[src/rtl/flash_ctl_pkg.sv]
package flash_ctl_pkg;
  localparam int DATA_W = 32;

  // control register bit positions (read back by software)
  localparam int B_PG   = 0;
  localparam int B_PER  = 1;
  localparam int B_MER  = 2;
  localparam int B_RSV  = 3;
  localparam int B_OPG  = 4;
  localparam int B_OER  = 5;
  localparam int B_STRT = 6;
  localparam int B_LOCK = 7;

  typedef enum logic [1:0] {
    UL_WAIT_A = 2'd0,
    UL_WAIT_B = 2'd1,
    UL_OPEN   = 2'd2,
    UL_FROZEN = 2'd3
  } unlock_st_e;

  typedef struct packed {
    logic opt_erase;
    logic opt_prog;
    logic mass;
    logic page;
    logic prog;
  } op_sel_t;
endpackage

[src/rtl/flash_unlock_fsm.sv]
module flash_unlock_fsm
  import flash_ctl_pkg::*;
#(
  parameter logic [DATA_W-1:0] KEY_A = 32'h3C1F_A507,
  parameter logic [DATA_W-1:0] KEY_B = 32'hC3E0_5AF8
) (
  input  logic              clk,
  input  logic              rst_n,
  input  logic              relock,
  input  logic              key_wr,
  input  logic [DATA_W-1:0] key_data,
  output logic              locked
);
  unlock_st_e st_q, st_d;

  always_comb begin
    st_d = st_q;
    if (relock) begin
      if (st_q != UL_FROZEN) st_d = UL_WAIT_A;
    end else if (key_wr) begin
      unique case (st_q)
        UL_WAIT_A: st_d = (key_data == KEY_A) ? UL_WAIT_B : UL_FROZEN;
        UL_WAIT_B: st_d = (key_data == KEY_B) ? UL_OPEN : UL_FROZEN;
        default:   st_d = st_q;
      endcase
    end
  end

  always_ff @(posedge clk) begin
    if (!rst_n) st_q <= UL_WAIT_A;
    else        st_q <= st_d;
  end

  assign locked = (st_q != UL_OPEN);
endmodule

[src/rtl/flash_ctrl_reg.sv]
module flash_ctrl_reg
  import flash_ctl_pkg::*;
(
  input  logic       clk,
  input  logic       rst_n,
  input  logic       wr,
  input  logic [7:0] wdata,
  input  logic       busy,
  output op_sel_t    ops,
  output logic       start,
  output logic       start_pulse
);
  logic busy_q;
  logic erase_sel;

  assign erase_sel = wdata[B_PER] | wdata[B_MER];

  always_ff @(posedge clk) begin
    if (!rst_n) begin
      ops         <= '0;
      start       <= 1'b0;
      start_pulse <= 1'b0;
      busy_q      <= 1'b0;
    end else begin
      busy_q      <= busy;
      start_pulse <= wr & wdata[B_STRT] & erase_sel & ~busy;
      if (wr) begin
        ops.prog      <= wdata[B_PG];
        ops.page      <= wdata[B_PER];
        ops.mass      <= wdata[B_MER];
        ops.opt_prog  <= wdata[B_OPG];
        ops.opt_erase <= wdata[B_OER];
      end
      if (wr && wdata[B_STRT]) start <= 1'b1;
      else if (busy_q && !busy) start <= 1'b0;
    end
  end
endmodule

[src/rtl/flash_addr_reg.sv]
module flash_addr_reg
  import flash_ctl_pkg::*;
(
  input  logic              clk,
  input  logic              rst_n,
  input  logic              bus_wr,
  input  logic              locked,
  input  logic              busy,
  input  logic [DATA_W-1:0] wdata,
  input  logic              eng_ld,
  input  logic [DATA_W-1:0] eng_addr,
  output logic [DATA_W-1:0] addr
);
  always_ff @(posedge clk) begin
    if (!rst_n)                          addr <= '0;
    else if (eng_ld)                     addr <= eng_addr;
    else if (bus_wr && !locked && !busy) addr <= wdata;
  end
endmodule

[src/rtl/flash_ctl_regs.sv]
module flash_ctl_regs
  import flash_ctl_pkg::*;
#(
  parameter int                AW       = 8,
  parameter logic [AW-1:0]     KEY_OFS  = 8'h04,
  parameter logic [AW-1:0]     CTRL_OFS = 8'h10,
  parameter logic [AW-1:0]     ADDR_OFS = 8'h14,
  parameter logic [DATA_W-1:0] KEY_A    = 32'h3C1F_A507,
  parameter logic [DATA_W-1:0] KEY_B    = 32'hC3E0_5AF8
) (
  input  logic              clk,
  input  logic              rst_n,
  input  logic              bus_we,
  input  logic [AW-1:0]     bus_addr,
  input  logic [DATA_W-1:0] bus_wdata,
  output logic [DATA_W-1:0] bus_rdata,
  input  logic              eng_busy,
  input  logic              eng_addr_ld,
  input  logic [DATA_W-1:0] eng_addr,
  output logic [4:0]        op_select,
  output logic              start_req,
  output logic              locked,
  output logic [DATA_W-1:0] flash_addr
);
  logic    key_wr, ctrl_wr, addr_wr, relock, ctrl_upd;
  logic    start_bit;
  op_sel_t ops;

  assign key_wr   = bus_we && (bus_addr == KEY_OFS);
  assign ctrl_wr  = bus_we && (bus_addr == CTRL_OFS);
  assign addr_wr  = bus_we && (bus_addr == ADDR_OFS);
  assign relock   = ctrl_wr && bus_wdata[B_LOCK];
  assign ctrl_upd = ctrl_wr && !bus_wdata[B_LOCK] && !locked;

  flash_unlock_fsm #(.KEY_A(KEY_A), .KEY_B(KEY_B)) u_unlock (
    .clk      (clk),
    .rst_n    (rst_n),
    .relock   (relock),
    .key_wr   (key_wr),
    .key_data (bus_wdata),
    .locked   (locked)
  );

  flash_ctrl_reg u_ctrl (
    .clk         (clk),
    .rst_n       (rst_n),
    .wr          (ctrl_upd),
    .wdata       (bus_wdata[7:0]),
    .busy        (eng_busy),
    .ops         (ops),
    .start       (start_bit),
    .start_pulse (start_req)
  );

  flash_addr_reg u_addr (
    .clk      (clk),
    .rst_n    (rst_n),
    .bus_wr   (addr_wr),
    .locked   (locked),
    .busy     (eng_busy),
    .wdata    (bus_wdata),
    .eng_ld   (eng_addr_ld),
    .eng_addr (eng_addr),
    .addr     (flash_addr)
  );

  assign op_select = ops;

  always_comb begin
    bus_rdata = '0;
    if (bus_addr == CTRL_OFS) begin
      bus_rdata[B_PG]   = ops.prog;
      bus_rdata[B_PER]  = ops.page;
      bus_rdata[B_MER]  = ops.mass;
      bus_rdata[B_OPG]  = ops.opt_prog;
      bus_rdata[B_OER]  = ops.opt_erase;
      bus_rdata[B_STRT] = start_bit;
      bus_rdata[B_LOCK] = locked;
    end else if (bus_addr == ADDR_OFS) begin
      bus_rdata = flash_addr;
    end
  end
endmodule

[config.mk]
export PLATFORM = sky130hd
export DESIGN_NAME = flash_ctl_regs
export DESIGN_NICKNAME = d
export VERILOG_FILES = /design/src/rtl/flash_ctl_pkg.sv /design/src/rtl/flash_unlock_fsm.sv /design/src/rtl/flash_ctrl_reg.sv /design/src/rtl/flash_addr_reg.sv /design/src/rtl/flash_ctl_regs.sv
export SDC_FILE = /design/constraint.sdc
export NUM_CORES = 1
export LEC_CHECK = 0
export BUFFER_PORTS_ARGS = -buffer_cell sky130_fd_sc_hd__buf_2
export CORE_AREA = 2 2 79 81
export CTS_BUF_LIST = sky130_fd_sc_hd__clkbuf_8
export DETAILED_ROUTE_END_ITERATION = 6
export DIE_AREA = 0 0 81 83
export GPL_TIMING_DRIVEN = 0
export PLACE_DENSITY = 0.8
export SLEW_MARGIN = 20
export SYNTH_ARGS = -nofsm -noshare
export SYNTH_HDL_FRONTEND = slang
export SYNTH_SLANG_ARGS = --single-unit
export TNS_END_PERCENT = 10
[constraint.sdc]
create_clock -name clk -period 3 [get_ports clk]
set_clock_uncertainty 0.05 [all_clocks]
set_input_delay 0.15 -clock clk [delete_from_list [all_inputs] [get_ports clk]]
set_output_delay 0.15 -clock clk [all_outputs]
set_load 0.01 [all_outputs]
==> results of run 1 <==
## cell usage after synthesis (4+ instances only)
library cell / count / area, sq um
nand4_1: 6 / 37.54
nor4bb_1: 5 / 50.05
dfxtp_1: 42 / 840.8
nor3_2: 28 / 280.3
nor2_1: 11 / 41.29
o21ai_0: 34 / 170.2
inv_1: 4 / 15.01
nand2_1: 6 / 22.52
mux2i_1: 11 / 110.1
nor2b_1: 6 / 37.54
nor3_1: 36 / 180.2
buf_2: 7 / 35.03
nor3b_1: 32 / 240.2
clkbuf_1: 16 / 60.06
and3_1: 25 / 156.4
## metal layers
| metal | routed length [um] | share of wire, % |
|---|---|---|
| met1 | 3716 | 42 |
| met2 | 4247 | 48 |
| met3 | 679 | 7.6 |
| met5 | 0 | 0 |
| met4 | 261 | 2.9 |
## final timing paths
| kind | from | end | slack, ns | depth (start not counted) |
|---|---|---|---|---|
| setup / recovery | bus_addr[1] | bus_rdata[27] | 0.74 | 6 |
| hold / removal | eng_busy | u_ctrl.start_pulse | 0.01 | 2 |
| setup reg to reg | u_unlock.st_q[1] | u_ctrl.start_pulse | 1.07 | 4 |
| hold reg to reg | u_ctrl.start | u_ctrl.start | 0.43 | 2 |
## sequential cells by signal, summed over array words and instances (netlist names)
signal / count
u_addr.addr: 32
u_ctrl.busy_q: 1
u_ctrl.ops: 5
u_ctrl.start: 1
u_ctrl.start_pulse: 1
u_unlock.st_q: 2
## placed cells by master (no fill, tap or decap), drive strengths merged, types with 2 or more instances in the layout
master	netlist	layout
clkbuf	16	22
dfxtp	42	42
and4b	2	2
or4	3	3
nor2	11	11
o21ai	34	34
nor4	4	4
nand4b	2	2
nor3	64	64
and3	25	25
or3	2	2
inv	4	5
nand4	6	6
nor4b	3	3
nor4bb	5	5
nor3b	32	32
nand3	3	3
nor2b	6	6
mux2i	11	11
nand2	6	6
buf	11	157
## report_power, final
part / switching (mW) / internal (mW)
combinational: 0.137 / 0.105
clock: 0.200 / 0.183
sequential: 0.0219 / 0.588
## stage by stage
stage / hold slack, ns / utilization, % / power [mW] / setup WS, ns
floorplan: 0.1767 / - / 0.7356 / 1.072
global placement: 0.3089 / 58.13 / 0.8570 / 0.7430
detailed placement: 0.3206 / 58.13 / 0.8628 / 0.7302
CTS: 0.004402 / 59.70 / 1.236 / 0.7280
global route: 0.03212 / 59.70 / 1.290 / 0.6585
finish: 0.009871 / 59.70 / 1.235 / 0.7353
## layout make-up
cell class              instances  area share (%)
plain buffers                  27           3.820
clock buffers                   6           2.378
clock inverters                 2          0.2523
inverters                       4          0.4324
multi-input cells             229           45.15
flip-flops and latches         42           24.22
well taps                      75           2.703
repair buffers                146           21.05
## cells by family (layout without fill, tap and decap cells)
logic type      Yosys count  in the layout
buf+inv                  31            185
flops                    42             42
mux                      12             12
compound gates           39             39
simple gates            178            178
==> flow_summary.toml, run 1 <==
[final_layout]
layout.cells.non_filler = 531
final_area_sq_mm = 0.003472
multi_input_area_sq_mm = 0.001568
diodes = 0
nFillCells = 549
seqCellArea_sq_um = 840.8
area_growth_pct = 35.83
nets = 532
layout-drive-gt1-share_pct = 42.98

[critical_path]
critPathTopFamily = "simple AND/OR/NAND/NOR gates"
critPathLaunchType = "primary input"
cp_slowest_cell = "or4_4"
worstPathRequired_ns = 2.80
crit_arrival_ns = 2.06
cp-end-kind = "output port"
worstPathCellList = "buf_2, or4_4, nor2_1, clkbuf_1, and3_1, buf_2"
critPathBufInv = 3
path_common_cell = "buf_2"
crit_type = "in2out"
crit_fanout = 10
slowest_delay_ns = 0.56

[detailed_routing]
dr.pass1.iters = 4
via_per_inst = 5.678
drc = 0
drt_iter0_drc = 165
wl_mm = 8.905
wl_per_cell_um = 16.77
num_vias = 3015
postRouteAntennaNets = 0

[floorplan]
die_area_sq_mm = 0.006723
core_region_area_sq_mm = 0.005816
start_util_pct = 43.95
rows = 28
chipWidth_um = 81
die_y_um = 83
num_io_pins = 148

[yosys]
synth_warnings = 0
synth_compound_area_share_pct = 8.076
ys_seq_area_share_pct = 32.89
synth.cell_area_sq_mm = 0.002556
synth_cell_types = 36
syn_avg_cell_area_sq_um = 8.464
synth_fa_ha_area_share_pct = 0
ys_seq_elements = 42
netlist_instances = 302
synth.net_count = 379
synth_edf_count = 0
synth_top_family_by_area = "simple AND/OR/NAND/NOR gates"
synth-simple-area-share_pct = 48.51
async_reset_ff_share_pct = 0
ys.flop_type = "dfxtp_1"
synth.mux.area_fraction_pct = 4.748
synth_xor_area_share_pct = 0

[global_routing]
use_met1_pct = 33.13
grt_max_degree = 13
use_met3_pct = 5.217
overflow = 0
grt_pass1_vias = 2833
use_met2_pct = 43.65
grt_pass1_wl_mm = 13.89
grt_busiest_layer = "met2"
grt_antenna_before_repair = 0
globalRouteTotalUtil_pct = 26.22

[clocking]
cts.sinks = 42
cts_setup_buffers = 0
cts-root-buf = "clkbuf_8"
h-tree-depth = 2
clockBufferDepth = 2
cts_tree = "yes"
clk_pin_slew_ns = 0.08
cts-resized-gates = 0
clock_latency_ns = 0.29
numCtsBuffers = 5
holdBufCountCts = 0

[timing]
slew_headroom_pct = 56.95
finalCriticalPeriod_ns = 2.265
fin_setup_tns_ns = 0
tightest_slew_ns = 0.6458
period_share_pct = 75.49
fmax_mhz = 441.6
timing_hold_violations_final = 0
finalMaxSlewViolations = 0
finalSetupViolCount = 0
rsz0062_at_grt = "no"

[hold_path]
hp-class = "in2reg"

[place]
dpl.hpwl_mm = 6.979
placed_cells = 523
port_buffers = 146
routabilityCongestion = 0.8157
placedInstanceArea_sq_mm = 0.003381

[power_and_ir_drop]
p_per_area_mw_per_mm2 = 355.7
leakagePower_nw = 1.657
peakVddDrop_uv = 180.1

[run]
maxCapViolCount = 0

[status]
outcome = "completed"
No activity file was read; power rests on OpenSTA's default activity.
==> run 2: changes to the inputs <==
==> constraint.sdc (replaced) <==
create_clock -name clk -period 2.16 [get_ports clk]
set_clock_uncertainty 0.05 [all_clocks]
set_input_delay 0.108 -clock clk [delete_from_list [all_inputs] [get_ports clk]]
set_output_delay 0.108 -clock clk [all_outputs]
set_load 0.01 [all_outputs]
==> run 2 against run 1 <==
Net effect:
- first-iteration DRC count fell by 6.1%
- clock-buffer cell count unchanged
- critical path type unchanged
- core utilization rose by 0.22 points
- final area up 0.36%
- critical path depth unchanged
- global-route usage about the same
==> flow_summary.toml, run 2 (synthesized netlist as in run 1, its figures left out) <==
[status]
outcome = "completed"

[timing]
rsz0062_at_grt = "no"
period_share_pct = 93.65
timing_hold_violations_final = 0
finalSetupViolCount = 0
finalCriticalPeriod_ns = 2.023
holdWs_ns = 0.04003
fin_setup_tns_ns = 0
slew_headroom_pct = 56.25
tightest_slew_ns = 0.6562
fmax_mhz = 494.4
finalMaxSlewViolations = 0

[critical_path]
rr_startpoint = "u_unlock.st_q[1]"
crit_type = "in2out"
worstPathRequired_ns = 2.00
cp-end-kind = "output port"
crit_arrival_ns = 1.86
crit_fanout = 10
ff2ff_setup_slack_ns = 0.23
reg2reg_depth = 4
critPathLaunchType = "primary input"
r2r-end = "u_ctrl.start_pulse"

[hold_path]
hp-start = "eng_addr[18]"
min_to = "u_addr.addr[18]"
hp-class = "in2reg"
hold_depth = 3

[floorplan]
num_io_pins = 148
start_util_pct = 43.95
rows = 28
die_area_sq_mm = 0.006723
die_y_um = 83
chipWidth_um = 81
core_region_area_sq_mm = 0.005816

[place]
routabilityCongestion = 0.8157
dpl.hpwl_mm = 6.979
port_buffers = 146

[global_routing]
grt_antenna_before_repair = 0
grt_max_degree = 13
overflow = 0
grt_pass1_wl_mm = 13.90
grt_pass1_vias = 2840
globalRouteTotalUtil_pct = 26.25

[final_layout]
diodes = 0
utilization_pct = 59.92
nets = 533
largest_reg_flops = 32
layout_common_cells = "buf_2 (153), dfxtp_1 (42), nor3_1 (36)"
area_growth_pct = 36.32
layout-drive-gt1-share_pct = 43.11
top_regs = "u_addr.addr: 32 flops, u_ctrl.ops: 5 flops, u_unlock.st_q: 2 flops"
top_register = "u_addr.addr"
layout_commonest_cell = "buf_2"

[detailed_routing]
postRouteAntennaNets = 0
wl_per_cell_um = 16.86
via_per_inst = 5.697
wl_mm = 8.967
drt_iter0_drc = 155
dr.pass1.iters = 7
num_vias = 3031
drc = 0

[clocking]
cts_tree = "yes"
numCtsBuffers = 5
cts_setup_buffers = 0
clockBufferDepth = 2
cts.sinks = 42
h-tree-depth = 2
clock_latency_ns = 0.29
cts-root-buf = "clkbuf_8"
clk_pin_slew_ns = 0.08

[power_and_ir_drop]
peakVddDrop_uv = 250.8
p_per_area_mw_per_mm2 = 493.3
leakagePower_nw = 1.661

[run]
maxCapViolCount = 0
-- run 2: cell count changes in the layout (fill, tap and decap cells not counted) --
cell           change
dlygate4sd3_1      +1
nor2_1             -1
nor2_2             +1
-- run 2: metrics by stage --
step                cells  power, mW  setup WS (ns)  area [sq um]
finish                532      1.719         0.1372          3485
global route          532      1.793        0.02551          3485
CTS                   532      1.719         0.1268          3485
detailed placement    523      1.198       -0.05565          3381
global placement      523      1.190       -0.05500          3381
floorplan             302      1.022         0.2736          2556
-- run 2: power breakdown --
part,switching [mW],internal (mW),total [mW]
Combinational,0.191,0.147,0.338
Sequential,0.0305,0.817,0.847
Clock,0.280,0.254,0.534
-- run 2: area by class of cell --
| cell class | instances | area [sq um] |
|---|---|---|
| fillers | 547 | 2331 |
| clock inverters | 2 | 8.758 |
| inverters | 4 | 15.01 |
| well taps | 75 | 93.84 |
| plain buffers | 27 | 132.6 |
| multi-input cells | 229 | 1570 |
| clock buffers | 6 | 82.58 |
| repair buffers | 147 | 740.7 |
| flip-flops and latches | 42 | 840.8 |
-- run 2: critical path, stage by stage --
cell and delay, ns:
buf_2 0.10, or4_4 0.57, nor2_2 0.35, clkbuf_1 0.39, and3_1 0.22, buf_2 0.13
-- run 2: routing by layer --
layer | part of all wire (%) | track usage (%)
met1 | 41 | 33.13
met2 | 48 | 43.73
met3 | 7.6 | 5.217
met4 | 2.8 | 9.399
met5 | 0 | 0
-- run 2: worst max-delay path by stage --
stage / start / to / cells past startpoint
after CTS: bus_addr[1] / bus_rdata[28] / 6
after detailed placement: bus_addr[1] / u_addr.addr[6] / 7
after global routing: u_unlock.st_q[1] / u_ctrl.start_pulse / 4
after global placement: bus_addr[1] / u_addr.addr[30] / 7
after floorplan: bus_addr[1] / u_addr.addr[10] / 6
final: bus_addr[1] / bus_rdata[28] / 6
-- run 2: repair_timing --
action	CTS	global route
hold buffers	1	0
endpoints found under the setup margin	10	0
hold endpoints to repair	1	0
resized for setup	1	0
